<file path="config.mk">
export PLATFORM = sky130hd
export DESIGN_NAME = srx_status_top
export DESIGN_NICKNAME = d
export VERILOG_FILES = /design/src/rtl/srx_pkg.sv /design/src/rtl/srx_sync.sv /design/src/rtl/srx_framer.sv /design/src/rtl/srx_flags.sv /design/src/rtl/srx_status_top.sv
export SDC_FILE = /design/constraint.sdc
export NUM_CORES = 1
export LEC_CHECK = 0
export BUFFER_PORTS_ARGS = -buffer_cell sky130_fd_sc_hd__buf_2
export CAP_MARGIN = 5
export CORE_MARGIN = 2
export CORE_UTILIZATION = 60
export DETAILED_ROUTE_END_ITERATION = 10
export GPL_ROUTABILITY_DRIVEN = 0
export PLACE_DENSITY_LB_ADDON = 0.2
export SLEW_MARGIN = 20
export SYNTH_ARGS = -nofsm -noshare
export SYNTH_HDL_FRONTEND = slang
export SYNTH_HIERARCHICAL = 1
export SYNTH_SLANG_ARGS = --single-unit
</file>
<file path="constraint.sdc">
create_clock -name clk -period 3.1 [get_ports clk]
set_input_delay 0.31 -clock clk [delete_from_list [all_inputs] [get_ports clk]]
set_output_delay 0.31 -clock clk [all_outputs]
set_load 0.03 [all_outputs]
</file>
<file path="src/rtl/srx_pkg.sv">
package srx_pkg;

  localparam int FLAG_W   = 4;
  localparam int STAT_W   = FLAG_W + 1;
  localparam int F_FULL   = 0;
  localparam int F_PERR   = 1;
  localparam int F_FERR   = 2;
  localparam int F_OVR    = 3;
  localparam int S_BUSY   = FLAG_W;

  typedef enum logic [2:0] {
    RX_IDLE,
    RX_START,
    RX_DATA,
    RX_PAR,
    RX_STOP
  } rx_state_e;

endpackage

</file>
<file path="src/rtl/srx_sync.sv">
module srx_sync #(
  parameter int STAGES = 2
) (
  input  logic clk,
  input  logic rst_n,
  input  logic d_i,
  output logic q_o
);
  logic [STAGES-1:0] chain_q;

  generate
    for (genvar g = 0; g < STAGES; g++) begin : g_stage
      always_ff @(posedge clk or negedge rst_n) begin
        if (!rst_n) chain_q[g] <= 1'b1;
        else if (g == 0) chain_q[g] <= d_i;
        else chain_q[g] <= chain_q[(g == 0) ? 0 : g-1];
      end
    end
  endgenerate

  assign q_o = chain_q[STAGES-1];
endmodule

</file>
<file path="src/rtl/srx_framer.sv">
module srx_framer
  import srx_pkg::*;
#(
  parameter int OVS   = 16,
  parameter int DBITS = 8
) (
  input  logic             clk,
  input  logic             rst_n,
  input  logic             rx_i,
  input  logic             tick_i,
  input  logic             par_en_i,
  input  logic             par_odd_i,
  output logic             busy_o,
  output logic             ld_o,
  output logic [DBITS-1:0] ld_data_o,
  output logic             par_bad_o,
  output logic             stop_bad_o
);
  localparam int CW   = $clog2(OVS);
  localparam int BW   = (DBITS > 1) ? $clog2(DBITS) : 1;
  localparam logic [CW-1:0] MID  = CW'(OVS/2 - 1);
  localparam logic [CW-1:0] LAST = CW'(OVS - 1);
  localparam logic [BW-1:0] TOPB = BW'(DBITS - 1);

  rx_state_e        state_q;
  logic [CW-1:0]    cnt_q;
  logic [BW-1:0]    bit_q;
  logic [DBITS-1:0] sh_q;
  logic             par_q;
  logic             busy_q;
  logic             armed_q;
  logic             at_end;

  assign at_end = (cnt_q == LAST);

  always_ff @(posedge clk or negedge rst_n) begin
    if (!rst_n) begin
      state_q <= RX_IDLE;
      cnt_q   <= '0;
      bit_q   <= '0;
      sh_q    <= '0;
      par_q   <= 1'b0;
      busy_q  <= 1'b0;
      armed_q <= 1'b0;
    end else if (tick_i) begin
      case (state_q)
        RX_IDLE: begin
          if (rx_i) begin
            armed_q <= 1'b1;
          end else if (armed_q) begin
            state_q <= RX_START;
            cnt_q   <= '0;
            armed_q <= 1'b0;
          end
        end
        RX_START: begin
          if (rx_i) begin
            state_q <= RX_IDLE;
            armed_q <= 1'b1;
          end else if (cnt_q == MID) begin
            state_q <= RX_DATA;
            cnt_q   <= '0;
            bit_q   <= '0;
            busy_q  <= 1'b1;
          end else begin
            cnt_q <= cnt_q + 1'b1;
          end
        end
        RX_DATA: begin
          if (at_end) begin
            sh_q  <= {rx_i, sh_q[DBITS-1:1]};
            cnt_q <= '0;
            if (bit_q == TOPB) state_q <= par_en_i ? RX_PAR : RX_STOP;
            else bit_q <= bit_q + 1'b1;
          end else begin
            cnt_q <= cnt_q + 1'b1;
          end
        end
        RX_PAR: begin
          if (at_end) begin
            par_q   <= rx_i;
            cnt_q   <= '0;
            state_q <= RX_STOP;
          end else begin
            cnt_q <= cnt_q + 1'b1;
          end
        end
        RX_STOP: begin
          if (at_end) begin
            state_q <= RX_IDLE;
            busy_q  <= 1'b0;
            armed_q <= 1'b0;
            cnt_q   <= '0;
          end else begin
            cnt_q <= cnt_q + 1'b1;
          end
        end
        default: state_q <= RX_IDLE;
      endcase
    end
  end

  assign busy_o     = busy_q;
  assign ld_o       = tick_i && (state_q == RX_STOP) && at_end;
  assign ld_data_o  = sh_q;
  assign stop_bad_o = ~rx_i;
  assign par_bad_o  = par_en_i & (par_q ^ (^sh_q) ^ par_odd_i);
endmodule

</file>
<file path="src/rtl/srx_flags.sv">
module srx_flags
  import srx_pkg::*;
#(
  parameter int DBITS = 8
) (
  input  logic              clk,
  input  logic              rst_n,
  input  logic              ld_i,
  input  logic [DBITS-1:0]  ld_data_i,
  input  logic              par_bad_i,
  input  logic              stop_bad_i,
  input  logic              wr_en_i,
  input  logic [FLAG_W-1:0] wr_mask_i,
  input  logic              ie_full_i,
  input  logic              ie_err_i,
  output logic [DBITS-1:0]  data_o,
  output logic [FLAG_W-1:0] flags_o,
  output logic              irq_full_o,
  output logic              irq_err_o
);
  logic [FLAG_W-1:0] flag_q;
  logic [FLAG_W-1:0] set_v;
  logic [FLAG_W-1:0] clr_v;
  logic [DBITS-1:0]  buf_q;

  always_comb begin
    set_v         = '0;
    set_v[F_FULL] = ld_i;
    set_v[F_PERR] = ld_i & par_bad_i;
    set_v[F_FERR] = ld_i & stop_bad_i;
    set_v[F_OVR]  = ld_i & flag_q[F_FULL];
    clr_v         = wr_en_i ? wr_mask_i : '0;
  end

  generate
    for (genvar f = 0; f < FLAG_W; f++) begin : g_flag
      always_ff @(posedge clk or negedge rst_n) begin
        if (!rst_n) flag_q[f] <= 1'b0;
        else        flag_q[f] <= (flag_q[f] & ~clr_v[f]) | set_v[f];
      end
    end
  endgenerate

  always_ff @(posedge clk or negedge rst_n) begin
    if (!rst_n)    buf_q <= '0;
    else if (ld_i) buf_q <= ld_data_i;
  end

  assign data_o     = buf_q;
  assign flags_o    = flag_q;
  assign irq_full_o = ie_full_i & flag_q[F_FULL];
  assign irq_err_o  = ie_err_i & (flag_q[F_PERR] | flag_q[F_FERR] | flag_q[F_OVR]);
endmodule

</file>
<file path="src/rtl/srx_status_top.sv">
module srx_status_top
  import srx_pkg::*;
#(
  parameter int OVS         = 16,
  parameter int DBITS       = 8,
  parameter int SYNC_STAGES = 2
) (
  input  logic              clk,
  input  logic              rst_n,
  input  logic              rx_i,
  input  logic              baud_tick_i,
  input  logic              par_en_i,
  input  logic              par_odd_i,
  input  logic              ie_full_i,
  input  logic              ie_err_i,
  input  logic              wr_en_i,
  input  logic [FLAG_W-1:0] wr_data_i,
  output logic [DBITS-1:0]  rx_data_o,
  output logic [STAT_W-1:0] status_o,
  output logic              irq_full_o,
  output logic              irq_err_o
);
  logic              rx_s;
  logic              busy;
  logic              ld;
  logic [DBITS-1:0]  ld_data;
  logic              par_bad;
  logic              stop_bad;
  logic [FLAG_W-1:0] flags;

  srx_sync #(.STAGES(SYNC_STAGES)) u_sync (
    .clk(clk), .rst_n(rst_n), .d_i(rx_i), .q_o(rx_s)
  );

  srx_framer #(.OVS(OVS), .DBITS(DBITS)) u_framer (
    .clk(clk), .rst_n(rst_n), .rx_i(rx_s), .tick_i(baud_tick_i),
    .par_en_i(par_en_i), .par_odd_i(par_odd_i), .busy_o(busy),
    .ld_o(ld), .ld_data_o(ld_data), .par_bad_o(par_bad), .stop_bad_o(stop_bad)
  );

  srx_flags #(.DBITS(DBITS)) u_flags (
    .clk(clk), .rst_n(rst_n), .ld_i(ld), .ld_data_i(ld_data),
    .par_bad_i(par_bad), .stop_bad_i(stop_bad), .wr_en_i(wr_en_i),
    .wr_mask_i(wr_data_i), .ie_full_i(ie_full_i), .ie_err_i(ie_err_i),
    .data_o(rx_data_o), .flags_o(flags), .irq_full_o(irq_full_o),
    .irq_err_o(irq_err_o)
  );

  assign status_o = {busy, flags};
endmodule

</file>
# Word-level counts from Yosys, hierarchy flattened
# Cells that the tools add are included.
[classes] addsub=2 eq_ne=18 n_mux=29 bitwise_logic=23 reduce_logical=16
[op_table] cell="2-to-1 mux 3 bit" n=13
[op_table] cell="2-to-1 mux 4 bit" n=6
[op_table] cell="case mux 3 bit (5 select lines)" n=1
[op_table] cell="!= test 2 x 1 -> 1 bit, second input constant" n=6
[op_table] cell="case mux 4 bit (3 select lines)" n=1
[op_table] cell="bitwise AND 1 bit" n=10
[op_table] cell="AND reduction 5 bit" n=2
[op_table] cell="!= test 2 bit, second input constant" n=4
[op_table] cell="AND reduction 8 bit" n=1
[op_table] cell="XOR reduction 8 bit" n=1
[op_table] cell="equality test 3 x 2 -> 1 bit, second input constant" n=2
[op_table] cell="equality test 3 bit, second input constant" n=2
[op_table] cell="OR 1 bit" n=6
[op_table] cell="case mux 3 bit (2 select lines)" n=1
[op_table] cell="AND reduction 3 bit" n=2
[op_table] cell="AND reduction 6 bit" n=1
[op_table] cell="nonzero test 3 bit" n=2
[op_table] cell="2-to-1 mux 1 bit" n=5
[op_table] cell="NOT 1 bit" n=5
[op_table] cell="adder 4 x 1 -> 4 bit, second input constant" n=1
[op_table] cell="equality test 4 x 3 -> 1 bit, second input constant" n=1
[op_table] cell="equality test 4 bit, second input constant" n=1
[op_table] cell="AND reduction 4 bit" n=1
[op_table] cell="nonzero test 2 bit" n=2
[op_table] cell="9 further kinds" n=11
[word_totals] ff_bits=35 in_bits=13 out_inout_bits=15 elab_cells=102

# Longest topological paths before layout
# Gate-level depths: netlist (run 1).
[logic_depth] depth_word=6 mapped_depth=6 depth_no_buf=6

# Modules after synthesis
# Netlist (run 1), hierarchy kept.
[modules_own_cells] mod="srx_framer" n_inst=1 cells_per_inst=119 area_per_inst_um2=1282.5 seq_area_each_um2=525.5
[modules_own_cells] mod="srx_flags" n_inst=1 cells_per_inst=31 area_per_inst_um2=493.0 seq_area_each_um2=300.3
[modules_own_cells] mod="srx_sync" n_inst=1 cells_per_inst=2 area_per_inst_um2=52.6 seq_area_each_um2=52.6
[modules_own_cells] mod="srx_status_top" n_inst=1 cells_per_inst=1 area_per_inst_um2=7.5 seq_area_each_um2=0.0

# Worst setup path before layout (run 1)
# No wires, ideal clock.
[synth_timing] path_kind="register to register" start="register u_framer.bit_q[0]" end="register u_framer.bit_q[0]" setup_time_ns=0.125 t_arrival_ns=1.754 t_required_ns=2.975 setup_slack_ns=1.221 stages_incl_launch_ff=7 path_buffers=0 synth_period_minus_slack_ns=1.879 cell_sequence="dfrtp_1 ha_1 ha_1 nor3b_1 nor2_1 nor4_4 mux2_2"
[synth_via] elab_chain_cells=4 elab_cells_between_ends=7 classes_between="1 x add/sub; 2 x eq/ne; 3 x mux; 1 x reduce/logical"
[synth_lines] item="start, declared" line="srx_framer.sv:27" source="logic [BW-1:0] bit_q;"
[synth_lines] item="start signal, assigned" line="srx_framer.sv:74" source="else bit_q <= bit_q + 1'b1;"
[synth_lines] item="adder 3 x 1 -> 3 bit" line="srx_framer.sv:74"
[synth_lines] item="2-to-1 mux 3 bit" line="srx_framer.sv:73" source="if (bit_q == TOPB) state_q <= par_en_i ? RX_PAR : RX_STOP;"
[synth_lines] item="2-to-1 mux 3 bit" line="srx_framer.sv:70" source="if (at_end) begin"
[synth_lines] item="case mux 3 bit (2 select lines)" line="srx_framer.sv:46" source="case (state_q)"
# Several ways; a longest one is shown, not always the timed one. The select of a mux whose other input is x is not followed.
# A chain may end at the register's enable or synchronous reset.

# Final worst setup path (run 1)
# Ends and elaborated chain as after synthesis.

==> results of run 1 <==
-- metal layers --
metal / part of all wire [%] / vias up / global-route usage [%]
li1: - / 605 / -
met1: 45 / 621 / 26.7
met2: 50 / 31 / 35.8
met3: 4.1 / 6 / 5.90
met4: 1.4 / 0 / 6.82
met5: 0 / - / 0
-- worst register-to-register path: cells and delay by family (launching register included) --
kind          cells  cell delay (ns)
simple gates      3             0.72
fa+ha+maj         2             0.38
flops             1             0.41
mux               1             0.37
-- power groups by stage --
stage	combinational, uW	clock (uW)	sequential (uW)
after CTS	373	334	628
after detailed placement	369	0	638
final	374	325	629
after floorplan	368	0	573
after global placement	348	0	633
after global routing	416	353	645
-- flip-flops by register name (all words and copies together) (netlist names) --
signal and flops:
u_flags/data_o 8, u_framer/par_q 1, u_sync/chain_q 1, u_framer/state_q 3, u_framer/bit_q 3, u_flags/flags_o 4, u_framer/busy_o 1, u_framer/armed_q 1
u_framer/cnt_q 4, u_sync/q_o 1, u_framer/ld_data_o 8
-- cell families after synthesis --
group                      count (synthesis)
muxes                                     22
xor gates and xnor gates                  11
DFF                                       35
AOI/OAI and AO/OA                         28
adders and majority gates                  3
buffers and inverters                     13
and+or+nand+nor                           41
-- final timing paths --
kind	startpoint	to	slack, ns	depth (start not counted)
max reg2reg	u_framer/bit_q[0]	u_framer/bit_q[0]	1.12	6
max	u_framer/bit_q[0]	u_framer/bit_q[0]	1.12	6
min	rst_n	u_flags/data_o[4]	0.02	1
min reg2reg	u_sync/chain_q[0]	u_sync/q_o	0.35	0
max in group asynchronous	rst_n	u_framer/bit_q[0]	2.60	1
min in group clk	rx_i	u_sync/chain_q[0]	0.07	1
-- area by class of cell --
| class | instances | area (um^2) |
|---|---|---|
| multi-input cells | 105 | 881 |
| clock inverters | 3 | 43.8 |
| inverters | 7 | 26.3 |
| clock buffers | 5 | 37.5 |
| flip-flops and latches | 35 | 878 |
| well taps | 33 | 41.3 |
| repair buffers | 28 | 143 |
| fillers | 241 | 927 |
-- cells in the final DEF, fill, tap and decap left out, types with 2 or more instances in the layout --
cell | synthesis | final
mux2_2 | 11 | 11
nand2_1 | 12 | 12
a21oi_1 | 2 | 2
nor3b_1 | 3 | 3
nand2b_1 | 2 | 2
mux2i_1 | 3 | 3
xor2_1 | 2 | 2
nor2_1 | 8 | 8
mux2_1 | 2 | 2
a22o_2 | 4 | 4
a31oi_1 | 2 | 2
ha_1 | 3 | 3
inv_1 | 7 | 7
nand3_1 | 4 | 4
o31ai_1 | 2 | 2
dfstp_2 | 2 | 2
dfrtp_1 | 33 | 33
o21ai_0 | 5 | 5
mux2_4 | 6 | 6
o211ai_1 | 2 | 2
buf_2 | 1 | 27
xnor2_1 | 8 | 8
clkbuf_4 | 0 | 5
-- metrics by stage --
step	hold WS (ns)	instance area, um^2	utilization [%]	worst slack [ns]	instances
after detailed placement	0.355	1970	66.1	1.12	208
final	0.0236	2050	68.9	1.12	216
after floorplan	0.0144	1840	-	1.22	153
after global routing	0.0501	2050	68.9	1.02	216
after CTS	0.0421	2050	68.9	1.10	216
after global placement	0.347	1970	66.1	1.19	208
==> flow_metrics.env, run 1 <==
export IMPL_status="completed"
export IMPL_p_sw_uw=470
export IMPL_vias=1263
export IMPL_synth_edf_count=0
export IMPL_viasPerCell=5.85
export IMPL_totalWireLength_um=3300
export IMPL_setup_violations=0
export IMPL_holdBufCountCts=0
export IMPL_n_antenna_cell=0
export IMPL_io_pins=28
export IMPL_synth_top_area_share_pct=45.0
export IMPL_synth_common_cells="dfrtp_1 (33), nand2_1 (12), mux2_2 (11), nor2_1 (8), xnor2_1 (8)"
export IMPL_drv_cap=0
export IMPL_power_total_uw=1330
export IMPL_worstSkewPairLatency_ns=0.34
export IMPL_drive_gt1_share_pct=37.7
export IMPL_worst_slew_pin_slew_ns=0.745
export IMPL_post_cts_resize_count=0
export IMPL_dr_pass1_iters=4
export IMPL_rsz0062_at_grt="no"
export IMPL_grt_ovfl_total=0
export IMPL_grt_pass1_wl_um=5540
export IMPL_routedWlPerCell_um=15.3
export IMPL_synth_cell_types=50
export IMPL_finClkSkew_ns=0.0156
export IMPL_hold_class="input port to asynchronous set/reset pin"
export IMPL_power_frac_comb_pct=28.2
export IMPL_crit_fanout=3
export IMPL_critPathSlowestCell="dfrtp_1"
export IMPL_die_w_um=59.3
export IMPL_drc=0
export IMPL_slew_headroom_pct=50.3
export IMPL_crit_type="flop to flop"
export IMPL_pwr_share_clk_pct=24.5
export IMPL_path_cells="ha_1 -> ha_1 -> nor3b_1 -> nor2_1 -> nor4_4 -> mux2_2"
export IMPL_cts_sinks=35
export IMPL_antenna_found_initial=0
export IMPL_synth_flop_cell="dfrtp_1"
export IMPL_cts_buffers=5
export IMPL_initial_core_util_pct=61.6
export IMPL_synthXorXnorAreaFrac_pct=6.00
export IMPL_drtIter0Drc=53
export IMPL_synth_area_mux_share_pct=14.5
export IMPL_dieArea_um2=3520
export IMPL_grt_use_total_pct=21.4
export IMPL_cts_htree_levels=2
export IMPL_worstPathArrival_ns=2.20
export IMPL_syn_avg_cell_area_um2=12.0
export IMPL_cts_tree="done"
export IMPL_p_seq_share_pct=47.3
export IMPL_period_needed_ns=1.98
export IMPL_grt_max_degree=36
export IMPL_ant_nets=0
export IMPL_yosys_warnings=6
export IMPL_syn_nets=169
export IMPL_synth_seq_area_share_pct=47.9
export IMPL_synth_compound_area_share_pct=12.5
export IMPL_grt_pass1_vias=1235
export IMPL_yosysTopAreaCell="dfrtp_1"
export IMPL_startpoint_type="flop"
export IMPL_io_buffers=27
export IMPL_yosys_top_cells_area="dfrtp_1 (45%), mux2_2 (6.7%), mux2_4 (4.9%)"
export IMPL_syn_inst=153
export IMPL_tns_ns=0
export IMPL_synth_top_family_by_area="multiplexers"
export IMPL_async_reset_ff_share_pct=100
export IMPL_p_leak_uw=0.00102
export IMPL_intPower_uw=857
export IMPL_synth_fa_ha_area_share_pct=2.04
export IMPL_num_rows=20
export IMPL_nNetsFinal=198
export IMPL_post_cts_buffers=0
export IMPL_slowest_delay_ns=0.41
export IMPL_drv_slew=0
export IMPL_max_freq_mhz=506
export IMPL_finalCritPeriodShare_pct=63.8
export IMPL_crit_top_cell="ha_1"
export IMPL_power_density_nw_per_um2=648
export IMPL_yosysMostFrequentCell="dfrtp_1"
export IMPL_swShare_pct=35.4
export IMPL_clk_pin_slew_worst_paths_ns=0.11
export IMPL_synthSimpleGateAreaFrac_pct=12.9
export IMPL_critPathTopFamily="simple AND/OR/NAND/NOR gates"
export IMPL_finalHoldViolations=0
export IMPL_ir_drop_mv=0.401
export IMPL_core_area_um2=2980
export IMPL_ys_ff_latch=35
export IMPL_post_dp_hpwl_um=2420
export IMPL_end_kind="flop"
export IMPL_syn_to_final_growth_pct=11.7
export IMPL_die_h_um=59.3
export IMPL_cp_num_buf_inv=0
export IMPL_crit_required_ns=3.32
export IMPL_syn_area_um2=1840
export IMPL_cts_buffer_depth=2
export IMPL_clock_root_buffer="clkbuf_4"
Note: power is estimated with default switching activity, not from simulation.
==> run 2: changes to the inputs <==
--- a/config.mk
+++ b/config.mk
@@ -8,7 +8,7 @@
 export BUFFER_PORTS_ARGS = -buffer_cell sky130_fd_sc_hd__buf_2
 export CAP_MARGIN = 5
 export CORE_MARGIN = 2
-export CORE_UTILIZATION = 60
+export CORE_UTILIZATION = 56
 export DETAILED_ROUTE_END_ITERATION = 10
 export GPL_ROUTABILITY_DRIVEN = 0
 export PLACE_DENSITY_LB_ADDON = 0.2
==> constraint.sdc (replaced) <==
create_clock -name clk -period 2.05 [get_ports clk]
set_input_delay 0.205 -clock clk [delete_from_list [all_inputs] [get_ports clk]]
set_output_delay 0.205 -clock clk [all_outputs]
set_load 0.03 [all_outputs]
==> flow_metrics.env, run 2 (synthesized netlist as in run 1, its figures left out) <==
export IMPL_crit_fanout=8
export IMPL_drt_met1_wl_um=1520
export IMPL_layout_cells_non_filler=234
export IMPL_finalCritPeriodShare_pct=93.2
export IMPL_drv_cap=0
export IMPL_wl_met3_um=167
export IMPL_clk_pin_slew_worst_paths_ns=0.10
export IMPL_finalHoldViolations=0
export IMPL_final_core_util_pct=68.7
export IMPL_nNetsFinal=205
export IMPL_dr_pass1_iters=4
export IMPL_n_antenna_cell=0
export IMPL_max_freq_mhz=523
export IMPL_io_pins=28
export IMPL_cts_buffers=5
export IMPL_crit_type="flop to flop"
export IMPL_startpoint_type="flop"
export IMPL_n_fill_cell=256
export IMPL_num_rows=20
export IMPL_period_needed_ns=1.91
export IMPL_totalWireLength_um=3510
export IMPL_cts_htree_levels=2
export IMPL_grt_max_degree=36
export IMPL_power_frac_comb_pct=31.9
export IMPL_p_seq_share_pct=46.6
export IMPL_cts_sinks=35
export IMPL_place_inst=224
export IMPL_finClkSkew_ns=0.0110
export IMPL_swShare_pct=35.9
export IMPL_status="completed"
export IMPL_p_sw_uw=718
export IMPL_core_area_um2=3080
export IMPL_worst_slew_pin_slew_ns=0.748
export IMPL_final_seq_area_um2=878
export IMPL_io_buffers=27
export IMPL_cts_buffer_depth=2
export IMPL_worstSkewPairLatency_ns=0.34
export IMPL_rsz0062_at_grt="no"
export IMPL_dp_slack_ns=0.116
export IMPL_power_density_nw_per_um2=947
export IMPL_route_met2_wl_um=1770
export IMPL_post_cts_resize_count=0
export IMPL_initial_core_util_pct=59.6
export IMPL_crit_required_ns=2.28
export IMPL_topRoutingLayerUsed="met4"
export IMPL_slew_headroom_pct=50.2
export IMPL_post_dp_hpwl_um=2600
export IMPL_viasPerCell=5.51
export IMPL_grt_pass1_wl_um=5710
export IMPL_drive_gt1_share_pct=38.9
export IMPL_drtIter0Drc=60
export IMPL_ant_nets=0
export IMPL_end_kind="flop"
export IMPL_worstPathArrival_ns=2.14
export IMPL_fin_ws_ns=0.139
export IMPL_p_leak_uw=0.00104
export IMPL_ir_drop_mv=0.568
export IMPL_syn_to_final_growth_pct=15.1
export IMPL_hold_class="input port to flop"
export IMPL_clock_root_buffer="clkbuf_4"
export IMPL_grt_ovfl_total=0
export IMPL_die_h_um=61.3
export IMPL_post_cts_buffers=0
export IMPL_power_total_uw=2000
export IMPL_dieArea_um2=3750
export IMPL_drc=0
export IMPL_antenna_found_initial=0
export IMPL_final_cell_mix="dfrtp_1 (33), buf_2 (27), nand2_1 (12), mux2_2 (11)"
export IMPL_drv_slew=0
export IMPL_tns_ns=0
export IMPL_routedWlPerCell_um=15.0
export IMPL_grt_pass1_vias=1271
export IMPL_cts_tree="done"
export IMPL_multi_input_area_um2=881
export IMPL_final_common_cell="dfrtp_1"
export IMPL_setup_violations=0
export IMPL_grt_use_total_pct=21.2
export IMPL_vias=1289
export IMPL_intPower_uw=1280
export IMPL_die_w_um=61.3
export IMPL_pwr_share_clk_pct=21.5
-- run 2: final cells by class --
class	count	share of cell area, %
tap	44	2.61
multi-input combinational	105	41.7
inverter	7	1.24
clock buffer	7	3.08
sequential	35	41.6
timing repair buffer	35	9.47
clock inverter	1	0.355
-- run 2: final timing paths --
check                                  start                     to  slack, ns  cells past startpoint
max in group asynchronous              rst_n  u_framer/ld_data_o[3]       1.11                      2
hold reg to reg            u_sync/chain_q[0]             u_sync/q_o       0.36                      0
min in group asynchronous              rst_n  u_framer/ld_data_o[4]       0.46                      2
setup reg to reg           u_framer/cnt_q[0]  u_framer/ld_data_o[3]       0.14                      4
setup / recovery           u_framer/cnt_q[0]  u_framer/ld_data_o[3]       0.14                      4
hold / removal                  wr_data_i[0]     u_flags/flags_o[0]       0.13                      3
-- run 2: metal layers --
metal / global-route usage (%) / vias to the layer above
met3: 4.83 / 6
met2: 35.3 / 32
met4: 9.63 / 0
met5: 0 / -
met1: 26.2 / 632
li1: - / 619
-- run 2: critical path, stage by stage (launching register included) --
cell,delay [ns]
dfrtp_1,0.42
ha_1,0.30
nand4_1,0.27
nor3_4,0.41
mux2_2,0.40
-- run 2: what timing repair did --
action	in CTS	in global routing
endpoints found under the setup margin	0	1
hold buffers	2	0
hold endpoints to repair	34	0
-- run 2: power by group through the flow --
stage	Clock [uW]	Combinational, uW	Sequential [uW]
2_1_floorplan	0	556	866
3_3_place_gp	0	610	935
3_5_place_dp	0	634	944
4_1_cts	440	643	929
5_1_grt	479	713	949
6_report	430	639	932
-- run 2: metrics by stage --
stage | instance area (um^2) | hold WS (ns)
3_5_place_dp | 2020 | 0.310
6_report | 2110 | 0.132
3_3_place_gp | 2020 | 0.310
2_1_floorplan | 1840 | -0.0906
5_1_grt | 2110 | 0.140
4_1_cts | 2110 | 0.127
